--- config.mk ---
export PLATFORM = sky130hd
export DESIGN_NAME = mode_addr_decoder
export DESIGN_NICKNAME = d
export VERILOG_FILES = /design/src/rtl/mode_dec_pkg.sv /design/src/rtl/addr_region_cmp.sv /design/src/rtl/mode_select_ctrl.sv /design/src/rtl/mode_addr_decoder.sv
export SDC_FILE = /design/constraint.sdc
export NUM_CORES = 1
export LEC_CHECK = 0
export ABC_AREA = 1
export BUFFER_PORTS_ARGS = -buffer_cell sky130_fd_sc_hd__buf_2
export CORE_AREA = 2 2 39 41
export CTS_BUF_LIST = sky130_fd_sc_hd__clkbuf_4
export CTS_CLUSTER_DIAMETER = 120
export DETAILED_ROUTE_END_ITERATION = 8
export DIE_AREA = 0 0 41 43
export SLEW_MARGIN = 10
export SYNTH_ARGS = -nofsm -noshare
export SYNTH_HDL_FRONTEND = slang
export SYNTH_SLANG_ARGS = --single-unit
--- constraint.sdc ---
create_clock -name clk -period 1 [get_ports clk]
set_clock_uncertainty 0.1 [all_clocks]
set_input_delay 0.2 -clock clk [delete_from_list [all_inputs] [get_ports clk]]
set_output_delay 0.2 -clock clk [all_outputs]
set_load 0.02 [all_outputs]
--- src/rtl/mode_dec_pkg.sv ---
package mode_dec_pkg;
  // Region hits produced by the address comparators.
  typedef struct packed {
    logic ramHit;
    logic romHit;
  } hitT;

  // Decision strobes produced by the mode controller.
  typedef struct packed {
    logic romSel;
    logic ramSel;
    logic extSel;
    logic fault;
  } selT;
endpackage

--- src/rtl/addr_region_cmp.sv ---
module addr_region_cmp
  import mode_dec_pkg::*;
#(
  parameter int ADDR_W = 16,
  parameter logic [ADDR_W-1:0] RAM_TOP = 16'h02FF,
  parameter logic [ADDR_W-1:0] ROM_BASE = 16'hC000
) (
  input  logic [ADDR_W-1:0] addr,
  output hitT               hits
);
  // Two magnitude compares; the gap is whatever neither claims.
  always_comb begin
    hits.ramHit = (addr <= RAM_TOP);
    hits.romHit = (addr >= ROM_BASE);
  end
endmodule

--- src/rtl/mode_select_ctrl.sv ---
module mode_select_ctrl
  import mode_dec_pkg::*;
(
  input  logic clk,
  input  logic rstN,
  input  logic extStrap,
  input  logic expandEn,
  input  logic accStrobe,
  input  hitT  hits,
  output selT  sel,
  output logic illegalPulse
);
  logic extMode;

  // Strap is followed while reset is low and frozen once it is released.
  always_ff @(posedge clk) begin
    if (!rstN) extMode <= extStrap;
  end

  always_comb begin
    sel = '0;
    if (accStrobe) begin
      if (hits.ramHit)      sel.ramSel = 1'b1;
      else if (hits.romHit) begin
        if (extMode) sel.extSel = 1'b1;
        else         sel.romSel = 1'b1;
      end
      else if (expandEn)    sel.extSel = 1'b1;
      else                  sel.fault  = 1'b1;
    end
  end

  always_ff @(posedge clk) begin
    if (!rstN) illegalPulse <= 1'b0;
    else       illegalPulse <= sel.fault;
  end
endmodule

--- src/rtl/mode_addr_decoder.sv ---
module mode_addr_decoder
  import mode_dec_pkg::*;
#(
  parameter int ADDR_W = 16,
  parameter logic [ADDR_W-1:0] RAM_TOP = 16'h02FF,
  parameter logic [ADDR_W-1:0] ROM_BASE = 16'hC000
) (
  input  logic              clk,
  input  logic              rstN,
  input  logic              extStrap,
  input  logic              expandEn,
  input  logic              accStrobe,
  input  logic [ADDR_W-1:0] addr,
  output logic              romSel,
  output logic              ramSel,
  output logic              extSel,
  output logic              illegalPulse
);
  hitT hits;
  selT sel;

  addr_region_cmp #(
    .ADDR_W(ADDR_W), .RAM_TOP(RAM_TOP), .ROM_BASE(ROM_BASE)
  ) u_cmp (
    .addr(addr),
    .hits(hits)
  );

  mode_select_ctrl u_ctrl (
    .clk(clk),
    .rstN(rstN),
    .extStrap(extStrap),
    .expandEn(expandEn),
    .accStrobe(accStrobe),
    .hits(hits),
    .sel(sel),
    .illegalPulse(illegalPulse)
  );

  assign romSel = sel.romSel;
  assign ramSel = sel.ramSel;
  assign extSel = sel.extSel;
endmodule

==> impl_metrics.py, run 1 <==
metrics = {
    "status": {
        "status": "complete, but fails checks",
        "violations": "setup timing",
    },
    "timing": {
        "setup_ws_ps": -273,
        "hold_violations": 0,
        "worst_pin_slew_ps": 115,
        "max_slew_margin": 0.923,
        "fin_crit_ps": 1270,
        "rsz0062_at_grt": "yes",
        "tns_ps": -575,
        "fin_crit_sh": 1.27,
        "fmax_ghz": 0.785,
        "finalSetupViolCount": 3,
        "drv_slew": 0,
    },
    "die": {
        "num_rows": 14,
        "die_width_um": 41,
        "start_util": 0.106,
        "fp.dieArea_um2": 1760,
        "ioPinCount": 25,
        "core-area_um2": 1380,
        "die_y_um": 43,
    },
    "pwr": {
        "seqPwrFrac": 0.222,
        "p_sw_frac": 0.230,
        "power_density_nw_per_um2": 1110,
        "ir_worst_vdd_mv": 0.168,
        "p_switching_mw": 0.0967,
        "leakagePower_nw": 0.183,
        "power_frac_clock": 0.526,
        "p_comb_frac": 0.252,
        "p_int_mw": 0.324,
    },
    "routing": {
        "routed_wl_um": 488,
        "drc": 0,
        "viasPerCell": 3.57,
        "route.detailed.wl_per_inst_um": 8.13,
        "drtAntennaViolNets": 0,
        "drt_iter0_drc": 3,
        "first_pass_iters": 2,
        "vias": 214,
    },
    "finish": {
        "drive_gt1_frac": 0.795,
        "instances_no_fill": 60,
        "most-common-layout-cells": "buf_2 (7), buf_6 (5), buf_4 (5), nor2_2 (4), clkbuf_4 (4)",
        "n_fill_cell": 160,
        "final_nets": 66,
        "area_growth_pct": 160,
        "final_common_cell": "buf_2",
        "diodes": 0,
    },
    "cts": {
        "clkTransAtPathRegs_ps": 30,
        "cts.sink_count": 2,
        "cts_tree": "built",
        "clockBufferDepth": 2,
        "numCtsBuffers": 3,
        "cts_root_buf": "clkbuf_4",
        "cts_setup_buffers": 0,
        "cts.htree.levels": 1,
    },
    "worst_setup_path": {
        "cp_cell_sequence": "inv_2 > nand3_4 > nand3_2 > nor2_2 > buf_6",
        "crit_path_end_kind": "output pin",
        "worstPathRequired_ps": 700,
        "max_stage_delay_ps": 360,
        "cp_max_fo": 2,
        "slowest_stage": "edfxtp_1",
        "crit_type": "reg -> out",
        "critPathLaunchType": "register",
        "worstPathBufferInverterCount": 2,
        "crit_arrival_ps": 970,
        "crit_family": "flip-flops",
    },
    "logic_synthesis": {
        "synth_nets": 43,
        "synth_cells": 22,
        "synth_cell_types": 10,
        "synth_area_um2": 146,
        "seq_area_frac_synth": 0.342,
        "ys_warn_count": 0,
        "avgSynthCellArea_um2": 6.65,
        "synth_seq_cells": 2,
    },
    "global_route": {
        "grtUsageTotal": 0.0581,
        "grt_pass1_vias": 206,
        "grt_antenna_before_repair": 0,
        "grt_start_max_net_pins": 4,
        "grt_pass1_wl_um": 655,
        "grt_overflow": 0,
    },
    "placed_design": {
        "dp_slack_ps": -128,
        "dp_hpwl_um": 341,
        "portBuffers": 16,
        "dp_cells": 56,
        "gp_congestion": 0.447,
    },
    "run": {
        "drv_cap": 0,
    },
    "worst_hold_path": {
        "hold_class": "in -> reg",
    },
}
[power by group through the flow]
stage / sequential [mW] / combinational, mW / clock, mW
3_5_place_dp: 0.0939 / 0.0700 / 0
3_3_place_gp: 0.0939 / 0.0683 / 0
2_1_floorplan: 0.0958 / 0.0290 / 0
4_1_cts: 0.0934 / 0.0924 / 0.230
6_report: 0.0934 / 0.106 / 0.221
5_1_grt: 0.0940 / 0.112 / 0.242
[path summary, 6_finish.rpt]
check / from / endpoint / slack, ps / cells past startpoint
worst min-delay path: extStrap / u_ctrl.extMode$_DFFE_PN_ / 50 / 1
worst max-delay path: u_ctrl.extMode$_DFFE_PN_ / extSel / -270 / 5
[sequential cells by signal, summed over array words and instances, names as in the netlist]
register,cells
u_ctrl.illegalPulse,1
u_ctrl.extMode,1
[layout make-up]
class                           count  area, um2  area share
Multi-Input combinational cell     16        121       0.319
Tap cell                           16       20.0      0.0526
Timing Repair Buffer               18        144       0.378
Inverter                            4       15.0      0.0395
Sequential cell                     2       50.0       0.132
Clock buffer                        4       30.0      0.0789
[Yosys cell counts]
master,n,share of area
inv_1,4,0.10
nor3_2,1,0.068
edfxtp_1,1,0.21
nand2_1,4,0.10
nor2_2,3,0.13
dfxtp_1,1,0.14
nand2_2,1,0.043
nand3_1,2,0.068
nand4_1,1,0.043
nor2_1,4,0.10
[routing by layer]
layer	track usage	part of all wire
met2	0.109	0.63
met3	0.0157	0.096
met1	0.0350	0.27
met5	0	0
met4	0.0600	0
[what timing repair did]
action,4_1_cts,5_1_grt
resized for setup,14,6
setup endpoints to repair,3,4
hold buffers,0,0
pin swaps,5,3
[cells by family (layout without fill, tap and decap cells)]
group	count (synthesis)	count (layout)	synth area share
buffers and inverters	4	26	0.103
flip-flops	2	2	0.342
AND/OR/NAND/NOR	16	16	0.556
[stage by stage]
| step | total power [mW] | util | cell area, um2 | hold slack (ps) |
|---|---|---|---|---|
| 4_1_cts | 0.416 | 0.253 | 350 | 47.9 |
| 3_5_place_dp | 0.164 | 0.193 | 267 | 284 |
| 5_1_grt | 0.449 | 0.275 | 380 | 43.1 |
| 3_3_place_gp | 0.162 | 0.193 | 267 | 280 |
| 6_report | 0.421 | 0.275 | 380 | 54.7 |
| 2_1_floorplan | 0.125 | - | 151 | 199 |
(Power assumes the default switching activity.)
==> inputs of run 2 (changes only) <==
SETUP_SLACK_MARGIN = 0.1   (was unset)
==> run 2 against run 1 <==
The run still ends with setup timing left. Critical path depth unchanged. Non-clock buffer count shrank 1. Clock power grew 2%. Core utilization is 0.90 points higher. Hold slack got worse by 9.0 ps. Sequential cell count unchanged. Global-route usage increased by 0.52 points. Power is 0.86% higher. Critical endpoint unchanged. Largest cell class unchanged. Largest power group unchanged.
==> impl_metrics.py, run 2 (synthesized netlist as in run 1, its figures left out) <==
metrics = {
    "status": {
        "status": "complete, but fails checks",
        "violations": "setup timing",
    },
    "die": {
        "die_y_um": 43,
        "die_width_um": 41,
        "fp.dieArea_um2": 1760,
        "core-area_um2": 1380,
        "start_util": 0.106,
        "ioPinCount": 25,
        "num_rows": 14,
    },
    "finish": {
        "most-common-layout-cells": "buf_6 (9), buf_2 (7), nor2_4 (5), inv_1 (4), clkbuf_4 (4)",
        "final_common_cell": "buf_6",
        "reg_top3": "u_ctrl.extMode (1), u_ctrl.illegalPulse (1)",
        "instances_no_fill": 59,
        "regArea_um2": 51.3,
        "n_fill_cell": 139,
        "diodes": 0,
        "drive_gt1_frac": 0.767,
        "final_nets": 65,
        "area_growth_pct": 168,
        "multiInputGateArea_um2": 133,
    },
    "placed_design": {
        "dp_hpwl_um": 359,
        "dp_slack_ps": -166,
        "portBuffers": 16,
        "dp_cells": 55,
        "gp_congestion": 0.682,
    },
    "timing": {
        "hold_violations": 0,
        "tns_ps": -672,
        "fmax_ghz": 0.764,
        "fin_crit_sh": 1.31,
        "finalSetupViolCount": 3,
        "setup_ws_ps": -309,
        "worst_pin_slew_ps": 176,
        "drv_slew": 0,
        "rsz0062_at_grt": "yes",
        "max_slew_margin": 0.883,
        "fin_crit_ps": 1310,
    },
    "routing": {
        "first_pass_iters": 1,
        "routed_wl_um": 423,
        "drc": 0,
        "drt_iter0_drc": 0,
        "vias": 198,
        "drtAntennaViolNets": 0,
        "viasPerCell": 3.36,
        "route.detailed.wl_per_inst_um": 7.17,
    },
    "pwr": {
        "ir_worst_vdd_mv": 0.550,
        "power_density_nw_per_um2": 1080,
        "p_total_mw": 0.424,
        "leakagePower_nw": 0.188,
    },
    "cts": {
        "clkTransAtPathRegs_ps": 30,
        "cts_root_buf": "clkbuf_4",
        "cts_tree": "built",
        "cts.sink_count": 2,
        "numCtsBuffers": 3,
        "ctsHoldBuffers": 0,
        "cts.htree.levels": 1,
        "clockBufferDepth": 2,
    },
    "global_route": {
        "grt_pass1_vias": 197,
        "grt_antenna_before_repair": 0,
        "grtUsageTotal": 0.0633,
        "grt_pass1_wl_um": 745,
        "grt_start_max_net_pins": 4,
        "grt_overflow": 0,
    },
    "worst_hold_path": {
        "hold_class": "in -> reg",
    },
    "worst_setup_path": {
        "cp_max_fo": 2,
        "crit_end": "extSel",
        "crit_path_end_kind": "output pin",
        "critPathLaunchType": "register",
        "worstPathRequired_ps": 700,
        "setup.worst_path.start": "u_ctrl.extMode$_DFFE_PN_",
        "crit_type": "reg -> out",
        "crit_arrival_ps": 1010,
    },
    "run": {
        "drv_cap": 0,
    },
}
==> run 2: changes by cell type in the layout (fill, tap and decap cells not counted), sizes merged <==
cell and delta:
buf -1
==> run 2: layout make-up <==
cell class / count / share of cell area
sequential: 2 / 0.131
clock buffer: 4 / 0.0764
timing repair buffer: 17 / 0.366
tap: 16 / 0.0510
multi-input combinational: 16 / 0.338
inverter: 4 / 0.0382
==> run 2: power breakdown <==
| group | switching (mW) | total [mW] | internal (mW) | leakage [nW] |
|---|---|---|---|---|
| combinational | 0.0488 | 0.104 | 0.0556 | 0.151 |
| clock | 0.0507 | 0.226 | 0.175 | 0.0184 |
| sequential | 0.00153 | 0.0937 | 0.0922 | 0.0184 |
==> run 2: worst max-delay path: stages (launching register included) <==
cell and delay, ps:
edfxtp_1 360, inv_1 70, nand3_2 100, nand3_2 100, nor2_4 30, buf_6 120
==> run 2: per-layer routing <==
metal / wire length (um) / global-route usage
met2: 192 / 0.0813
met3: 50 / 0.0471
met5: 0 / 0
met1: 180 / 0.0804
met4: 0 / 0.0200
==> run 2: stage by stage <==
step                      hold WS (ps)  utilization  area [um2]
final                             45.7        0.284         393
after global routing              47.0        0.284         393
after CTS                         36.8        0.270         374
after detailed placement           278        0.217         300
after global placement             279        0.217         300
after floorplan                    199            -         193
==> run 2: worst min-delay path by stage <==
stage                        start                  endpoint  slack [ps]  depth (start not counted)
after floorplan           extStrap  u_ctrl.extMode$_DFFE_PN_         200                          0
after global placement    extStrap  u_ctrl.extMode$_DFFE_PN_         280                          1
after detailed placement  extStrap  u_ctrl.extMode$_DFFE_PN_         280                          1
after CTS                 extStrap  u_ctrl.extMode$_DFFE_PN_          40                          1
after global routing      extStrap  u_ctrl.extMode$_DFFE_PN_          50                          1
final                     extStrap  u_ctrl.extMode$_DFFE_PN_          50                          1
==> run 2: timing repair <==
item | CTS | global route
pin swaps | 7 | 6
gates resized for setup | 12 | 5
setup endpoints to repair | 4 | 4
buffers inserted | 0 | 0
==> inputs of run 3 (changes only) <==
PLACE_DENSITY = 0.43   (was unset)
SKIP_CTS_REPAIR_TIMING = 1   (was unset)
==> run 3 against run 2 <==
The run still ends with setup timing left. Die area stayed put. Wire length is 6.6% lower. Power hardly changed. Maximum frequency is 0.49% lower. Cell count is 1.7% higher. Non-clock buffer count is 1 higher. Clock power hardly changed. Via count is 1.5% higher. Critical path type unchanged. Largest cell class unchanged. Highest routed layer unchanged.
==> impl_metrics.py, run 3 (synthesized netlist as in run 1, its figures left out) <==
metrics = {
    "status": {
        "status": "complete, but fails checks",
        "violations": "setup timing",
    },
    "routing": {
        "drc": 0,
        "drtAntennaViolNets": 0,
        "route.detailed.wl_per_inst_um": 6.58,
        "drt_iter0_drc": 0,
        "viasPerCell": 3.35,
        "routed_wl_um": 395,
        "vias": 201,
        "first_pass_iters": 1,
    },
    "cts": {
        "clkTransAtPathRegs_ps": 40,
        "cts.htree.levels": 1,
        "cts.sink_count": 2,
        "clockBufferDepth": 2,
        "cts_root_buf": "clkbuf_4",
        "numCtsBuffers": 3,
        "cts_tree": "built",
    },
    "die": {
        "fp.dieArea_um2": 1760,
        "die_y_um": 43,
        "core-area_um2": 1380,
        "die_width_um": 41,
        "num_rows": 14,
        "ioPinCount": 25,
        "start_util": 0.106,
    },
    "timing": {
        "fmax_ghz": 0.760,
        "hold_ws_ps": 46.0,
        "hold_violations": 0,
        "worst_pin_slew_ps": 180,
        "fin_crit_sh": 1.32,
        "drv_slew": 0,
        "setup_ws_ps": -315,
        "max_slew_margin": 0.880,
        "fin_crit_ps": 1320,
        "finalSetupViolCount": 3,
        "tns_ps": -664,
        "rsz0062_at_grt": "yes",
    },
    "pwr": {
        "ir_worst_vdd_mv": 0.606,
        "leakagePower_nw": 0.199,
        "power_frac_clock": 0.535,
        "seqPwrFrac": 0.220,
        "p_sw_frac": 0.240,
        "p_switching_mw": 0.102,
        "p_comb_frac": 0.245,
        "p_total_mw": 0.425,
        "power_density_nw_per_um2": 1080,
        "p_int_mw": 0.323,
    },
    "finish": {
        "multiInputGateArea_um2": 133,
        "regArea_um2": 51.3,
        "final_nets": 66,
        "reg_top3": "u_ctrl.extMode (1), u_ctrl.illegalPulse (1)",
        "diodes": 0,
        "most-common-layout-cells": "buf_2 (8), buf_6 (8), nor2_4 (4), inv_1 (4), clkbuf_4 (4)",
        "drive_gt1_frac": 0.773,
        "area_growth_pct": 169,
        "n_fill_cell": 150,
    },
    "placed_design": {
        "portBuffers": 16,
        "gp_congestion": 0.681,
    },
    "worst_hold_path": {
        "holdPathEnd": "u_ctrl.extMode$_DFFE_PN_",
        "hold_depth": 1,
        "hold_class": "in -> reg",
        "min-delay-start": "extStrap",
    },
    "worst_setup_path": {
        "critPathLaunchType": "register",
        "crit_type": "reg -> out",
        "crit_path_end_kind": "output pin",
        "worstPathRequired_ps": 700,
        "crit_arrival_ps": 1020,
        "cp_max_fo": 2,
    },
    "global_route": {
        "grt_antenna_before_repair": 0,
        "grt_pass1_wl_um": 552,
        "grt_overflow": 0,
        "grtUsageTotal": 0.0512,
        "grt_start_max_net_pins": 4,
        "grt_pass1_vias": 154,
    },
    "run": {
        "drv_cap": 0,
    },
}
-- run 3: cell count changes in the layout (fill, tap and decap cells not counted), sizes merged --
cell	before	now
buf	17	18
-- run 3: how the worst max path moves through the flow --
stage | start | endpoint | slack, ps
2_1_floorplan | u_ctrl.extMode$_DFFE_PN_ | extSel | 30
3_3_place_gp | addr[15] | extSel | -170
3_5_place_dp | addr[15] | extSel | -160
4_1_cts | u_ctrl.extMode$_DFFE_PN_ | extSel | -350
5_1_grt | u_ctrl.extMode$_DFFE_PN_ | extSel | -380
6_report | u_ctrl.extMode$_DFFE_PN_ | extSel | -320
-- run 3: layout make-up --
cell class / count / share of cell area
well taps: 16 / 0.0508
clock buffers: 4 / 0.0762
repair buffers: 18 / 0.368
inverters: 4 / 0.0381
multi-input cells: 16 / 0.337
flip-flops and latches: 2 / 0.130
-- run 3: stage by stage --
step / instance area [um2] / cells / util / worst slack (ps)
5_1_grt: 394 / 60 / 0.285 / -378
3_5_place_dp: 308 / 56 / 0.222 / -163
2_1_floorplan: 193 / 22 / - / 27.6
4_1_cts: 338 / 60 / 0.244 / -352
6_report: 394 / 60 / 0.285 / -315
3_3_place_gp: 308 / 56 / 0.222 / -172
-- run 3: layer usage --
metal,global-route usage,share of wire
met5,0,0
met1,0.0514,0.42
met3,0.0471,0.11
met4,0.0400,0
met2,0.0625,0.48
-- run 3: worst max-delay path, stage by stage, from the launching register on --
cell,delay [ps]
edfxtp_1,350
inv_1,70
nand3_2,100
nand3_2,110
nor2_4,30
buf_6,130
-- run 3: power by group through the flow --
stage               clock (mW)  sequential [mW]  combinational (mW)
floorplan                    0           0.0958              0.0417
global placement             0           0.0940              0.0864
detailed placement           0           0.0941              0.0865
CTS                      0.239           0.0929              0.0866
global route             0.250           0.0937               0.113
finish                   0.227           0.0936               0.104
